--- config.mk ---
export PLATFORM = sky130hd
export DESIGN_NAME = pwr_seq_ctrl
export DESIGN_NICKNAME = d
export VERILOG_FILES = /design/src/rtl/pwr_seq_pkg.sv /design/src/rtl/pwr_mode_reg.sv /design/src/rtl/pwr_wake_pend.sv /design/src/rtl/pwr_fsm.sv /design/src/rtl/pwr_out_dec.sv /design/src/rtl/pwr_seq_ctrl.sv
export SDC_FILE = /design/constraint.sdc
export NUM_CORES = 1
export LEC_CHECK = 0
export ABC_AREA = 1
export BUFFER_PORTS_ARGS = -buffer_cell sky130_fd_sc_hd__buf_2
export CAP_MARGIN = 25
export CORE_AREA = 2 2 43 45
export DETAILED_ROUTE_END_ITERATION = 12
export DIE_AREA = 0 0 45 47
export GPL_ROUTABILITY_DRIVEN = 0
export SLEW_MARGIN = 15
export SYNTH_ARGS = -nofsm -noshare
export SYNTH_HDL_FRONTEND = slang
export SYNTH_SLANG_ARGS = --single-unit
--- constraint.sdc ---
create_clock -name clk -period 2.7 [get_ports clk]
set_clock_uncertainty 0.15 [all_clocks]
set_input_delay 0.27 -clock clk [delete_from_list [all_inputs] [get_ports clk]]
set_output_delay 0.27 -clock clk [all_outputs]
set_load 0.03 [all_outputs]
--- src/rtl/pwr_seq_pkg.sv ---
package pwr_seq_pkg;
  localparam int MODE_W  = 2;
  localparam int STATE_W = 3;

  typedef enum logic [STATE_W-1:0] {
    PS_FULL  = 3'd0,
    PS_DOZE  = 3'd1,
    PS_NAP   = 3'd2,
    PS_SLEEP = 3'd3,
    PS_SUSP  = 3'd4,
    PS_SERVE = 3'd5
  } pwr_state_e;

  localparam logic [MODE_W-1:0] MODE_FULL  = 2'b00;
  localparam logic [MODE_W-1:0] MODE_DOZE  = 2'b01;
  localparam logic [MODE_W-1:0] MODE_NAP   = 2'b10;
  localparam logic [MODE_W-1:0] MODE_SLEEP = 2'b11;
endpackage

--- src/rtl/pwr_mode_reg.sv ---
module pwr_mode_reg #(
  parameter int W = pwr_seq_pkg::MODE_W
) (
  input  logic         clk,
  input  logic         rst,
  input  logic         susp,
  input  logic         wr_en,
  input  logic [W-1:0] wr_data,
  input  logic         accept,
  input  logic         clr,
  output logic [W-1:0] mode_q
);
  always_ff @(posedge clk) begin
    if (rst)                 mode_q <= '0;
    else if (susp)           mode_q <= mode_q;
    else if (clr)            mode_q <= '0;
    else if (wr_en && accept) mode_q <= wr_data;
  end

  // The register is frozen while suspend holds
  assert_susp_mode_hold_R9: assert property (@(posedge clk) disable iff (rst)
    susp |=> $stable(mode_q));
endmodule

--- src/rtl/pwr_wake_pend.sv ---
module pwr_wake_pend (
  input  logic clk,
  input  logic rst,
  input  logic in_sleep,
  input  logic req,
  output logic pend_q
);
  always_ff @(posedge clk) begin
    if (rst || !in_sleep) pend_q <= 1'b0;
    else if (req)         pend_q <= 1'b1;
  end
endmodule

--- src/rtl/pwr_fsm.sv ---
module pwr_fsm
  import pwr_seq_pkg::*;
(
  input  logic              clk,
  input  logic              rst,
  input  logic              susp,
  input  logic [MODE_W-1:0] mode_q,
  input  logic              cpu_pd_ack,
  input  logic              cpu_req,
  input  logic              mem_hit,
  input  logic              access_done,
  input  logic              pll_locked,
  input  logic              pend_q,
  output pwr_state_e        state_q,
  output pwr_state_e        state_d,
  output logic              mode_clr
);
  logic ret_nap_q, ret_nap_d;
  logic wake_go;

  assign wake_go = (cpu_req || pend_q) && pll_locked;

  always_comb begin
    state_d   = state_q;
    ret_nap_d = ret_nap_q;
    mode_clr  = 1'b0;
    if (susp) begin
      state_d = PS_SUSP;
    end else begin
      case (state_q)
        PS_FULL: begin
          case (mode_q)
            MODE_DOZE:  state_d = PS_DOZE;
            MODE_NAP:   if (cpu_pd_ack) state_d = PS_NAP;
            MODE_SLEEP: if (cpu_pd_ack) state_d = PS_SLEEP;
            default:    state_d = PS_FULL;
          endcase
        end
        PS_DOZE: begin
          if (cpu_req || mem_hit) begin
            state_d   = PS_SERVE;
            ret_nap_d = 1'b0;
          end
        end
        PS_NAP: begin
          if (cpu_req) begin
            state_d  = PS_FULL;
            mode_clr = 1'b1;
          end else if (mem_hit) begin
            state_d   = PS_SERVE;
            ret_nap_d = 1'b1;
          end
        end
        PS_SLEEP: begin
          if (wake_go) begin
            state_d  = PS_FULL;
            mode_clr = 1'b1;
          end
        end
        PS_SERVE: begin
          if (access_done) state_d = ret_nap_q ? PS_NAP : PS_DOZE;
        end
        PS_SUSP: begin
          state_d  = PS_FULL;
          mode_clr = 1'b1;
        end
        default: state_d = PS_FULL;
      endcase
    end
  end

  always_ff @(posedge clk) begin
    if (rst) begin
      state_q   <= PS_FULL;
      ret_nap_q <= 1'b0;
    end else begin
      state_q   <= state_d;
      ret_nap_q <= ret_nap_d;
    end
  end

  assert_lowpwr_needs_ack_R3: assert property (@(posedge clk) disable iff (rst)
    (state_q == PS_FULL && !cpu_pd_ack && !susp) |=>
      (state_q != PS_NAP && state_q != PS_SLEEP));

  assert_doze_wake_R5: assert property (@(posedge clk) disable iff (rst)
    (state_q == PS_DOZE && (cpu_req || mem_hit) && !susp) |=> state_q == PS_SERVE);

  assert_nap_cpu_full_R6: assert property (@(posedge clk) disable iff (rst)
    (state_q == PS_NAP && cpu_req && !susp) |=> state_q == PS_FULL);

  assert_sleep_lock_R7: assert property (@(posedge clk) disable iff (rst)
    (state_q == PS_SLEEP && !pll_locked && !susp) |=> state_q == PS_SLEEP);

  assert_sleep_no_hit_R7: assert property (@(posedge clk) disable iff (rst)
    (state_q == PS_SLEEP && !susp) |=> (state_q != PS_SERVE));

  assert_susp_entry_R9: assert property (@(posedge clk) disable iff (rst)
    susp |=> state_q == PS_SUSP);
endmodule

--- src/rtl/pwr_out_dec.sv ---
module pwr_out_dec
  import pwr_seq_pkg::*;
(
  input  logic       clk,
  input  logic       rst,
  input  logic       cfg_sleep_refresh,
  input  pwr_state_e state_d,
  output logic       en_addr_decode,
  output logic       en_refresh,
  output logic       en_req_monitor,
  output logic       en_core,
  output logic       out_hiz
);
  logic [4:0] pat;

  always_comb begin
    case (state_d)
      PS_FULL, PS_SERVE: pat = 5'b11110;
      PS_DOZE, PS_NAP:   pat = 5'b11100;
      PS_SLEEP:          pat = {1'b0, cfg_sleep_refresh, 3'b000};
      PS_SUSP:           pat = 5'b01001;
      default:           pat = 5'b11110;
    endcase
  end

  always_ff @(posedge clk) begin
    if (rst) {en_addr_decode, en_refresh, en_req_monitor, en_core, out_hiz} <= 5'b11110;
    else     {en_addr_decode, en_refresh, en_req_monitor, en_core, out_hiz} <= pat;
  end

  assert_hiz_pattern_R9: assert property (@(posedge clk) disable iff (rst)
    out_hiz |-> (en_refresh && !en_core && !en_addr_decode && !en_req_monitor));
endmodule

--- src/rtl/pwr_seq_ctrl.sv ---
module pwr_seq_ctrl
  import pwr_seq_pkg::*;
(
  input  logic                        clk,
  input  logic                        hrst,
  input  logic                        susp_pin,
  input  logic                        mode_wr,
  input  logic [pwr_seq_pkg::MODE_W-1:0] mode_wdata,
  input  logic                        cfg_sleep_refresh,
  input  logic                        cpu_pd_ack,
  input  logic                        cpu_bus_req,
  input  logic                        mem_hit,
  input  logic                        access_done,
  input  logic                        pll_locked,
  output logic                        en_addr_decode,
  output logic                        en_refresh,
  output logic                        en_req_monitor,
  output logic                        en_core,
  output logic                        out_hiz,
  output logic [pwr_seq_pkg::STATE_W-1:0] state_code
);
  logic              eff_rst;
  logic [MODE_W-1:0] mode_q;
  logic              mode_clr;
  logic              pend_q;
  pwr_state_e        state_q, state_d;

  // Suspend masks the hard reset
  assign eff_rst = hrst && !susp_pin;

  pwr_mode_reg #(.W(MODE_W)) u_mode (
    .clk(clk), .rst(eff_rst), .susp(susp_pin), .wr_en(mode_wr),
    .wr_data(mode_wdata), .accept(state_q == PS_FULL), .clr(mode_clr),
    .mode_q(mode_q)
  );

  pwr_wake_pend u_pend (
    .clk(clk), .rst(eff_rst), .in_sleep(state_q == PS_SLEEP),
    .req(cpu_bus_req), .pend_q(pend_q)
  );

  pwr_fsm u_fsm (
    .clk(clk), .rst(eff_rst), .susp(susp_pin), .mode_q(mode_q),
    .cpu_pd_ack(cpu_pd_ack), .cpu_req(cpu_bus_req), .mem_hit(mem_hit),
    .access_done(access_done), .pll_locked(pll_locked), .pend_q(pend_q),
    .state_q(state_q), .state_d(state_d), .mode_clr(mode_clr)
  );

  pwr_out_dec u_out (
    .clk(clk), .rst(eff_rst), .cfg_sleep_refresh(cfg_sleep_refresh),
    .state_d(state_d), .en_addr_decode(en_addr_decode), .en_refresh(en_refresh),
    .en_req_monitor(en_req_monitor), .en_core(en_core), .out_hiz(out_hiz)
  );

  assign state_code = state_q;
endmodule

Yosys cells after proc, flatten, opt, wreduce, memory -nomap -nowiden
Cells that the tools add are included. W data, S select, Z words.

Shift-type cells: 0. Reductions and logical operators: 14. Multiply operators: 0. $add $sub $neg: 0. Magnitude comparators: 0. Equal/unequal tests: 15. Bitwise logic cells: 1. Multiplexer cells: 22. Div/mod/pow operators: 0.

Operators with widths (count): $mux W3 (8); $pmux W3 S5 (1); $pmux W5 S3 (1); $eq A3 B2 Y1 const B (4); $eq A3 B3 Y1 const B (3); $pmux W3 S3 (1); $eq A3 B1 Y1 const B (2); $mux W1 (6); $mux W2 (3); $reduce_and A5 Y1 (1); $eq A2 B2 Y1 const B (2); $ne A2 B2 Y1 const B (2); $reduce_bool A2 Y1 (2); $logic_and A1 B1 Y1 (3); $logic_not A3 Y1 (1); $logic_or A1 B1 Y1 (3); $pmux W1 S3 (1); $eq A2 B1 Y1 const B (1); $logic_not A1 Y1 (2); $ne A2 B1 Y1 const B (1); $pmux W1 S2 (1); $reduce_and A2 Y1 (1); $reduce_or A2 Y1 (1); $not A1 Y1 (1).

Bits in writable memories: 0. Register bits after elaboration: 12. Bits in latches: 0. Memory bits (read-only): 0. Input port bits: 12. Memories kept: 0. Output and inout bits: 8.

Longest topological paths before layout
Gate-level depths: netlist of the first run.

Depth after elaboration: 8. Gate-level depth with buffers: 12. Mapped depth without buffers: 12.

Hierarchy
From an unflattened synthesis of the first run, not the netlist that was laid out.

Cells, all modules: 119. Area, all modules: 711.9 µm².

By module, submodules not included: pwr_fsm (cells an instance 68, area each 375.4 µm², times used 1); pwr_out_dec (cells an instance 21, area each 165.2 µm², times used 1); pwr_mode_reg (cells an instance 17, area each 103.8 µm², times used 1); pwr_wake_pend (cells an instance 5, area each 35.0 µm², times used 1); pwr_seq_ctrl (cells an instance 8, area each 32.5 µm², times used 1).

Least setup slack after synthesis of the first run
OpenSTA, ideal clock, no wires.

Path kind: register -> register. Start: reg u_fsm.state_q[2]. End: reg u_out.en_req_monitor. Path slack: 1.086 ns. Required time: 2.439 ns. Buffers on the path: 1. Setup time: 0.111 ns. Cell stages (with the launch flop): 13. Arrival time: 1.353 ns. Cell sequence: dfxtp_1 buf_4 nand3_1 inv_1 nand2_1 nand2_1 inv_1 nand2_1 nand3_1 nand2_1 nand2_1 nor2_1 inv_1.

Word-level cells in the longest chain between the ends: 7. Elaborated cells on any way between the ends: 21. Classes of those cells: eq/ne (8); mux (11); reduce/logical (2).

Ends and longest elaborated chain: start: declaration (RTL line pwr_fsm.sv:14) `output pwr_state_e state_q,`; start signal: assignment (RTL line pwr_fsm.sv:77) `state_q <= state_d;`; $mux W3 (on tied branches) (RTL line pwr_fsm.sv:35, pwr_fsm.sv:49, pwr_fsm.sv:34); $pmux W3 S3 / $mux W3 (equally long branches) (RTL line pwr_fsm.sv:32, pwr_fsm.sv:46); $pmux W3 S5 (*) (RTL line pwr_fsm.sv:30) `case (state_q)`; $mux W3 (*) (RTL line pwr_fsm.sv:27) `if (susp) begin`; $eq A3 B1 Y1 / $eq A3 B2 Y1 (equally long branches) (RTL line pwr_out_dec.sv:17) `case (state_d)`; $reduce_or A2 Y1 (RTL line pwr_out_dec.sv:17); $pmux W5 S3 (*) (RTL line pwr_out_dec.sv:17); end signal: assignment (RTL line pwr_out_dec.sv:28) `else {en_addr_decode, en_refresh, en_req_monitor, en_core, out_hiz} <= pat;`; end: declaration (RTL line pwr_out_dec.sv:10) `output logic en_req_monitor,`.

Every way passes the cells marked *; elsewhere a longest branch is shown, timed or not. A chain may end at the register's enable or synchronous reset.

Final worst setup path of the first run
Start: in susp_pin. End: reg u_out.en_req_monitor.

Word-level cells in the longest chain between the ends: 4. Elaborated cells on any way between the ends: 9. Classes of those cells: eq/ne (4); mux (2); reduce/logical (3).

Ends and longest elaborated chain: start: declaration (RTL line pwr_seq_ctrl.sv:6) `input logic susp_pin,`; $mux W3 (RTL line pwr_fsm.sv:27); $eq A3 B1 Y1 / $eq A3 B2 Y1 (equally long branches) (RTL line pwr_out_dec.sv:17); $reduce_or A2 Y1 (RTL line pwr_out_dec.sv:17); $pmux W5 S3 (RTL line pwr_out_dec.sv:17).

Parallel ways exist; a longest one is shown, timed or not.

==> results_dict.tcl, run 1 <==
set metrics [dict create \
    max_freq_mhz 592 \
    slowest_stage "dlygate4sd3_1" \
    startpoint_type "input pin" \
    grt_max_degree 12 \
    wl_per_cell_um 9.63 \
    die_area_um2 2120 \
    syn-instance-count 101 \
    fp.dieW_um 45 \
    hp-class "in2reg" \
    core_um2 1650 \
    synth_seq_cells 11 \
    final_net_count 135 \
    reg2reg_depth 11 \
    numCtsBuffers 3 \
    io_pins 20 \
    slew_headroom 0.762 \
    crit_chain "dlygate4sd3_1 -> buf_2 -> inv_2 -> nand2_1 -> a21oi_1 -> nand3_1 -> nand2_1 -> nand2_1 -> nor2_1 -> inv_1" \
    status "finished, final reports clean" \
    initial_core_util 0.377 \
    tightest_slew_ps 357 \
    whs_endpoint "u_fsm.state_q[1]$_SDFF_PP0_" \
    antenna_found_initial 0 \
    final_core_util 0.458 \
    avgSynthCellArea_um2 6.17 \
    cp.required_ps 2720 \
    portBuffers 19 \
    grt.overflow.total 0 \
    crit_top_cell "nand2_1" \
    mostFrequentLayoutCell "nand2_1" \
    routed_wl_mm 1.34 \
    syn_to_final_growth_pct 21.5 \
    root_buffer "clkbuf_4" \
    critPathArrivalTime_ps 1710 \
    fin_crit_sh 0.626 \
    diodes 0 \
    crit_type "in2reg" \
    finalInstanceArea_um2 757 \
    cts_sinks 11 \
    cts_resized 0 \
    totalNegativeSetupSlack_ps 0 \
    grt_pass1_vias 530 \
    dr.pass1.iters 4 \
    path_max_fanout 8 \
    drt-initial-drc-count 6 \
    min_period_ps 1690 \
    setup_viol 0 \
    multi_input_area_um2 317 \
    die_h_um 47 \
    yosysWarnings 0 \
    synth_cell_types 17 \
    slew_violations 0 \
    worst_ir_drop_vdd_uv 244 \
    postCtsSetupBuffers 0 \
    rrSetupSlack_ps 1110 \
    htreeDepth 1 \
    vias 644 \
    crit_cells 10 \
    crit_path_end_kind "flip-flop" \
    synth_area_um2 623 \
    cts.path.max_buffers 2 \
    min-delay-start "hrst" \
    viasPerCell 4.63 \
    hold_buffers 0 \
    placedCellCount 134 \
    whs_path_depth 2 \
    drc 0 \
    layout-drive-gt1-share 0.262 \
    clkTransAtPathRegs_ps 70 \
    max-cap-violations 0 \
    rows 15 \
    seq_area_um2 220 \
    place_area_um2 721 \
    cts_tree "built" \
    r2r_end "u_out.en_req_monitor$_SDFF_PP1_" \
    fillCellCount 196 \
    dp_hpwl_mm 1.10 \
    grt_pass1_wl_mm 2.16 \
    grtUsageTotal 0.144 \
    rsz0062_at_grt "false" \
    crit_family "buffers and inverters" \
    clk-insertion-delay-late_ps 270 \
    power_density_nw_per_um2 518 \
    r2r-start "u_fsm.state_q[2]$_SDFF_PP0_" \
    crit_path_max_incr_delay_ps 530 \
    p_leak_nw 0.418 \
    drtAntennaViolNets 0 \
    yosysSeqAreaShare 0.353 \
    hold_violations 0 \
    layout_common_cells "nand2_1, buf_2, nor2_1" \
    syn_nets 113 \
    instances_no_fill 139 \
    worst-path-buf-inv 4 \
]
## cell type report
type	instances	share of cell area
well taps	17	0.0281
clock buffers	4	0.0347
multi-input cells	69	0.418
flip-flops and latches	11	0.291
repair buffers	20	0.139
inverters	18	0.0893
## through the flow
step                      total power, mW  hold slack (ps)  setup slack [ps]
after floorplan                     0.257              192              1090
after global placement              0.282              291              1130
after detailed placement            0.283              290              1120
after CTS                           0.398             4.97              1110
after global routing                0.422             23.4               867
final                               0.392             27.3              1010
## metal layers
| layer | wire (um) | global-route usage | up-vias |
|---|---|---|---|
| met5 | 0 | 0 | - |
| met4 | 9 | 0.0353 | 0 |
| met3 | 86 | 0.0615 | 3 |
| met2 | 607 | 0.231 | 18 |
| met1 | 636 | 0.179 | 269 |
| li1 | - | - | 354 |
## kinds of logic (layout without fill, tap and decap cells)
logic type	Yosys count	after routing	share of synthesized area
simple gates	62	62	0.446
buf+inv	21	42	0.139
compound gates	7	7	0.0622
flops	11	11	0.353
## worst max-delay path by stage
| stage | startpoint | slack (ps) | to |
|---|---|---|---|
| 2_1_floorplan | u_fsm.state_q[2]$_SDFF_PP0_ | 1090 | u_out.en_req_monitor$_SDFF_PP1_ |
| 3_3_place_gp | u_fsm.state_q[2]$_SDFF_PP0_ | 1130 | u_out.en_req_monitor$_SDFF_PP1_ |
| 3_5_place_dp | u_fsm.state_q[2]$_SDFF_PP0_ | 1120 | u_out.en_req_monitor$_SDFF_PP1_ |
| 4_1_cts | u_fsm.state_q[2]$_SDFF_PP0_ | 1110 | u_out.en_req_monitor$_SDFF_PP1_ |
| 5_1_grt | susp_pin | 870 | u_out.en_req_monitor$_SDFF_PP1_ |
| 6_report | susp_pin | 1010 | u_out.en_req_monitor$_SDFF_PP1_ |
## synth_stat cells (all sizes together)
| cell type | number | share of area |
|---|---|---|
| nor3 | 4 | 0.058 |
| buf | 2 | 0.024 |
| nor2 | 18 | 0.11 |
| o21ai | 3 | 0.024 |
| nand3 | 11 | 0.088 |
| inv | 18 | 0.11 |
| nand4 | 1 | 0.010 |
| a21oi | 3 | 0.024 |
| nand2 | 28 | 0.18 |
| clkbuf | 1 | 0.0060 |
| a221oi | 1 | 0.014 |
| dfxtp | 11 | 0.35 |
## report_power, final
group / leakage, nW / total [mW] / switching, mW / internal, mW
combinational: 0.312 / 0.0941 / 0.0610 / 0.0331
sequential: 0.0908 / 0.185 / 0.0100 / 0.175
clock: 0.0150 / 0.113 / 0.0560 / 0.0572
total: 0.418 / 0.392 / 0.127 / 0.265
## registers in the layout, summed over array words and instances, names as in the netlist
signal / cells
u_fsm.ret_nap_q: 1
u_fsm.state_q: 3
u_pend.pend_q: 1
u_out.en_core: 1
u_mode.mode_q: 2
u_out.out_hiz: 1
u_out.en_req_monitor: 1
u_out.en_refresh: 1
(Power assumes the default switching activity.)
==> inputs of run 2 (changes only) <==
--- a/config.mk
+++ b/config.mk
@@ -5,12 +5,12 @@
 export SDC_FILE = /design/constraint.sdc
 export NUM_CORES = 1
 export LEC_CHECK = 0
-export ABC_AREA = 1
+export ABC_AREA = 0
 export BUFFER_PORTS_ARGS = -buffer_cell sky130_fd_sc_hd__buf_2
 export CAP_MARGIN = 25
-export CORE_AREA = 2 2 43 45
+export CORE_AREA = 2 2 41 43
 export DETAILED_ROUTE_END_ITERATION = 12
-export DIE_AREA = 0 0 45 47
+export DIE_AREA = 0 0 43 45
 export GPL_ROUTABILITY_DRIVEN = 0
 export SLEW_MARGIN = 15
 export SYNTH_ARGS = -nofsm -noshare
==> constraint.sdc (replaced) <==
create_clock -name clk -period 1.6 [get_ports clk]
set_clock_uncertainty 0.15 [all_clocks]
set_input_delay 0.16 -clock clk [delete_from_list [all_inputs] [get_ports clk]]
set_output_delay 0.16 -clock clk [all_outputs]
set_load 0.03 [all_outputs]
==> run 2 against run 1 <==
Net effect: global-route usage is 1.4 points higher; utilization is 4.2 points higher; register-to-register slack worse by 1000 ps; worst setup slack worse by 910 ps; synthesized area is 12% lower; hold slack worse by 14 ps; critical endpoint is now u_out.en_core$_SDFF_PP1_; clock power is 73% higher; combinational power is 6.0% lower.
==> results_dict.tcl, run 2 <==
set metrics [dict create \
    grt_max_degree 10 \
    critPathArrivalTime_ps 1540 \
    die_h_um 45 \
    fp.dieW_um 43 \
    cts_sinks 11 \
    cp.required_ps 1640 \
    fin_crit_sh 0.936 \
    cts.path.max_buffers 2 \
    netlist.area_leader.share 0.400 \
    layout-drive-gt1-share 0.337 \
    dr.pass1.iters 4 \
    syn_nets 78 \
    layout_common_cells "buf_2, dfxtp_1, nor2_1" \
    final_net_count 105 \
    status "finished, final reports clean" \
    min-delay-start "mem_hit" \
    hp-class "in2reg" \
    rows 14 \
    dp_hpwl_um 974 \
    p_leak_nw 0.334 \
    routed_wl_mm 1.34 \
    reg2reg_depth 4 \
    slew_violations 0 \
    slew_headroom 0.738 \
    synth_seq_cells 11 \
    rrSetupSlack_ps 100 \
    largestRegisters "u_fsm.state_q (3), u_mode.mode_q (2)" \
    startpoint_type "flip-flop" \
    clk-insertion-delay-late_ps 280 \
    totalNegativeSetupSlack_ps 0 \
    drtAntennaViolNets 0 \
    syn-instance-count 66 \
    numCtsBuffers 3 \
    clkTransAtPathRegs_ps 80 \
    ys_top_cells_by_count "dfxtp_1, nor2_1, a21oi_1" \
    finalInstanceArea_um2 736 \
    synth_cell_types 28 \
    grt_pass1_wl_mm 2.14 \
    viasPerCell 5.36 \
    cts_tree "built" \
    power_density_nw_per_um2 776 \
    antenna_found_initial 0 \
    grt_pass1_vias 492 \
    drt-initial-drc-count 25 \
    r2r-start "u_fsm.state_q[0]$_SDFF_PP0_" \
    drc 0 \
    crit_type "reg2reg" \
    vias 579 \
    diodes 0 \
    die_area_um2 1940 \
    grt.overflow.total 0 \
    whs_endpoint "u_fsm.ret_nap_q$_SDFFE_PP0P_" \
    synth-edff-count 0 \
    avgSynthCellArea_um2 8.34 \
    yosysWarnings 0 \
    worst_ir_drop_vdd_uv 439 \
    max-cap-violations 0 \
    hold_violations 0 \
    fillCellCount 164 \
    synth_area_um2 551 \
    largest_register_ffs 3 \
    root_buffer "clkbuf_4" \
    core_um2 1470 \
    synth_ff_type "dfxtp_1" \
    async_reset_ff_frac 0 \
    r2r_end "u_out.en_core$_SDFF_PP1_" \
    min_period_ps 1500 \
    synthTopCellsByArea "dfxtp_1, nor2_1, a21oi_1" \
    synth.most_common_cell "dfxtp_1" \
    synth_area_leader_cell "dfxtp_1" \
    portBuffers 19 \
    wl_per_cell_um 12.4 \
    max_freq_mhz 668 \
    multi_input_area_um2 300 \
    htreeDepth 1 \
    whs_path_depth 3 \
    largest_register "u_fsm.state_q" \
    grtUsageTotal 0.158 \
    tightest_slew_ps 390 \
    mostFrequentLayoutCell "buf_2" \
    yosysSeqAreaShare 0.400 \
    crit_path_end_kind "flip-flop" \
    seq_area_um2 223 \
    setup_viol 0 \
    syn_to_final_growth_pct 33.6 \
    path_max_fanout 9 \
    io_pins 20 \
    place_area_um2 659 \
    initial_core_util 0.374 \
]
==> run 2: kinds of logic after synthesis <==
logic type / after synthesis / synth area share
compound gates: 19 / 0.239
buf+inv: 6 / 0.0545
flops: 11 / 0.400
simple gates: 30 / 0.307
==> run 2: how the worst max path moves through the flow <==
stage	from	endpoint	slack [ps]	cells after the start
after floorplan	u_fsm.state_q[1]$_SDFF_PP0_	u_out.en_core$_SDFF_PP1_	5	4
after CTS	u_fsm.state_q[1]$_SDFF_PP0_	u_out.en_refresh$_SDFF_PP1_	70	4
after global routing	u_fsm.state_q[0]$_SDFF_PP0_	u_out.en_core$_SDFF_PP1_	-9	4
after global placement	u_fsm.state_q[1]$_SDFF_PP0_	u_out.en_refresh$_SDFF_PP1_	60	4
after detailed placement	u_fsm.state_q[1]$_SDFF_PP0_	u_out.en_refresh$_SDFF_PP1_	70	4
final	u_fsm.state_q[0]$_SDFF_PP0_	u_out.en_core$_SDFF_PP1_	100	4
==> run 2: what timing repair did <==
item                                   CTS  global route
gates resized for setup                  0             1
endpoints found under the hold margin    4             0
hold buffers                             4             0
buffers inserted                         0             1
setup endpoints to repair                0             3
==> run 2: layer usage <==
layer  global-route usage  up-vias  share of wire  wire [um]
li1                     -      295              -          -
met3               0.0640        5          0.074         99
met2                0.230       25           0.43        579
met5                    0        -              0          0
met4                0.109        0          0.030         40
met1                0.191      254           0.46        624
==> run 2: through the flow <==
step	utilization	hold slack, ps	cells	total power [mW]	setup slack, ps
finish	0.500	13.6	108	0.571	102
CTS	0.494	6.01	107	0.573	68.9
detailed placement	0.448	228	99	0.371	67.8
floorplan	-	121	66	0.340	5.08
global route	0.500	42.2	108	0.606	-8.96
global placement	0.448	232	99	0.371	64.0
==> run 2: final cells by class <==
cell class	instances	area share
sequential	11	0.303
inverter	2	0.0102
tap	16	0.0272
clock buffer	3	0.0306
multi-input combinational	49	0.408
clock inverter	1	0.00680
timing repair buffer	26	0.214
==> run 2: power breakdown <==
group | switching [mW] | total (mW) | internal, mW
sequential | 0.00406 | 0.286 | 0.282
clock | 0.104 | 0.196 | 0.0929
combinational | 0.0496 | 0.0885 | 0.0389
total | 0.157 | 0.571 | 0.414
==> run 2: worst max-delay path, stage by stage, from the launching register on <==
cell and delay (ps):
dfxtp_2 400, and4bb_1 240, a211oi_1 240, o21ai_1 160
a311oi_1 230
==> inputs of run 3 (changes only) <==
--- a/config.mk
+++ b/config.mk
@@ -8,10 +8,14 @@
 export ABC_AREA = 0
 export BUFFER_PORTS_ARGS = -buffer_cell sky130_fd_sc_hd__buf_2
 export CAP_MARGIN = 25
-export CORE_AREA = 2 2 41 43
+export CELL_PAD_IN_SITES_DETAIL_PLACEMENT = 0
+export CELL_PAD_IN_SITES_GLOBAL_PLACEMENT = 1
+export CORE_AREA = 2 2 44 46
 export DETAILED_ROUTE_END_ITERATION = 12
-export DIE_AREA = 0 0 43 45
+export DIE_AREA = 0 0 46 48
 export GPL_ROUTABILITY_DRIVEN = 0
+export PLACE_DENSITY_LB_ADDON = 0.1
+export REMOVE_ABC_BUFFERS = 1
 export SLEW_MARGIN = 15
 export SYNTH_ARGS = -nofsm -noshare
 export SYNTH_HDL_FRONTEND = slang
==> run 3 against run 2 <==
Net effect: clock power is essentially flat; design area rose by 0.85%; global-route usage is 1.6 points lower; worst setup slack worse by 0.97 ps; maximum frequency about the same; wire length shrank 0.37%; hold slack better by 13 ps; die area up 14%; first-iteration DRC count is 68% lower; highest routed layer unchanged; non-clock buffer count rose by 1; utilization decreased by 6.1 points.
==> results_dict.tcl, run 3 (same netlist as run 2, synthesis figures left out) <==
set metrics [dict create \
    viasPerCell 5.18 \
    grt_pass1_wl_mm 2.24 \
    critPathArrivalTime_ps 1530 \
    rows 15 \
    crit_type "reg2reg" \
    largest_register_ffs 3 \
    grt.overflow.total 0 \
    wl_per_cell_um 12.2 \
    hp-class "in2reg" \
    max_freq_mhz 667 \
    slew_violations 0 \
    mostFrequentLayoutCell "buf_2" \
    path_max_fanout 8 \
    dr.pass1.iters 4 \
    clkTransAtPathRegs_ps 70 \
    slew_headroom 0.756 \
    core_um2 1690 \
    layout-drive-gt1-share 0.323 \
    syn_to_final_growth_pct 34.8 \
    status "finished, final reports clean" \
    final_core_util 0.439 \
    drc 0 \
    setup_viol 0 \
    vias 570 \
    largestRegisters "u_fsm.state_q (3), u_mode.mode_q (2)" \
    rsz0062_at_grt "false" \
    die_area_um2 2210 \
    grt_max_degree 10 \
    power.internal_mw 0.416 \
    initial_core_util 0.326 \
    max-cap-violations 0 \
    diodes 0 \
    die_h_um 48 \
    power.total_mw 0.568 \
    worst_ir_drop_vdd_uv 436 \
    cts.path.max_buffers 2 \
    numCtsBuffers 3 \
    routed_wl_mm 1.34 \
    comb_power_share 0.151 \
    power_frac_seq 0.505 \
    crit_path_end_kind "flip-flop" \
    p_leak_nw 0.335 \
    htreeDepth 1 \
    fin_crit_sh 0.937 \
    power_switching_mw 0.152 \
    cts_sinks 11 \
    pwr-share-clk 0.344 \
    switching_share 0.268 \
    totalNegativeSetupSlack_ps 0 \
    grtUsageTotal 0.142 \
    dp_slack_ps 36.4 \
    cp.required_ps 1630 \
    power_density_nw_per_um2 765 \
    grt_pass1_vias 558 \
    drtAntennaViolNets 0 \
    postCtsSetupBuffers 0 \
    fp.dieW_um 46 \
    hold_violations 0 \
    largest_register "u_fsm.state_q" \
    fillCellCount 190 \
    antenna_found_initial 0 \
    portBuffers 19 \
    clk-insertion-delay-late_ps 270 \
    cts_tree "built" \
    dp_hpwl_mm 1.06 \
    min_period_ps 1500 \
    io_pins 20 \
    startpoint_type "flip-flop" \
    worst_slack_ps 101 \
    final_net_count 106 \
    root_buffer "clkbuf_4" \
    drt-initial-drc-count 8 \
    layout_common_cells "buf_2, dfxtp_1, nor2_1" \
    tightest_slew_ps 363 \
]
[run 3: changes by cell type in the layout (fill, tap and decap cells not counted), sizes merged]
cell,change
buf,+1
clkinv,-1
clkbuf,+1
[run 3: layout make-up]
class	instances	area (um^2)	share of cell area
inverter	2	7.51	0.0101
timing repair buffer	27	165	0.223
clock buffer	4	26.3	0.0354
tap	17	21.3	0.0287
multi-input combinational	49	300	0.405
sequential	11	221	0.298
[run 3: worst max-delay path, cell delays in order (launching register included)]
cell and delay (ps):
dfxtp_2 400, and4bb_1 250, a211oi_1 220, o21ai_1 160, a311oi_1 230
[run 3: worst paths after layout]
kind / start / endpoint / slack [ps] / cells past startpoint
max: u_fsm.state_q[0]$_SDFF_PP0_ / u_out.en_core$_SDFF_PP1_ / 100 / 4
min: hrst / u_fsm.state_q[2]$_SDFF_PP0_ / 30 / 2
max reg2reg: u_fsm.state_q[0]$_SDFF_PP0_ / u_out.en_core$_SDFF_PP1_ / 100 / 4
min reg2reg: u_mode.mode_q[0]$_SDFFE_PP0P_ / u_mode.mode_q[0]$_SDFFE_PP0P_ / 350 / 1
[run 3: power groups by stage]
| stage | logic (mW) | registers, mW | clock network (mW) |
|---|---|---|---|
| 2_1_floorplan | 0.0257 | 0.309 | 0 |
| 3_5_place_dp | 0.0781 | 0.293 | 0 |
| 3_3_place_gp | 0.0795 | 0.294 | 0 |
| 4_1_cts | 0.0858 | 0.287 | 0.204 |
| 6_report | 0.0857 | 0.287 | 0.195 |
| 5_1_grt | 0.0938 | 0.288 | 0.217 |
[run 3: repair_timing]
action,4_1_cts,5_1_grt
endpoints found under the setup margin,1,0
gates resized for setup,1,0
endpoints found under the hold margin,4,0
hold buffers,4,0
[run 3: layer usage]
metal / GRT usage / vias up / routed length [um]
met2: 0.231 / 24 / 591
met3: 0.0566 / 2 / 102
met4: 0.0514 / 0 / 19
met1: 0.170 / 250 / 624
met5: 0 / - / 0
li1: - / 294 / -
[run 3: per-stage QoR]
stage	std cells	cell area, um^2	hold slack [ps]
2_1_floorplan	62	528	37.7
3_3_place_gp	102	674	225
3_5_place_dp	102	674	223
4_1_cts	110	742	23.5
5_1_grt	110	742	39.7
6_report	110	742	26.9
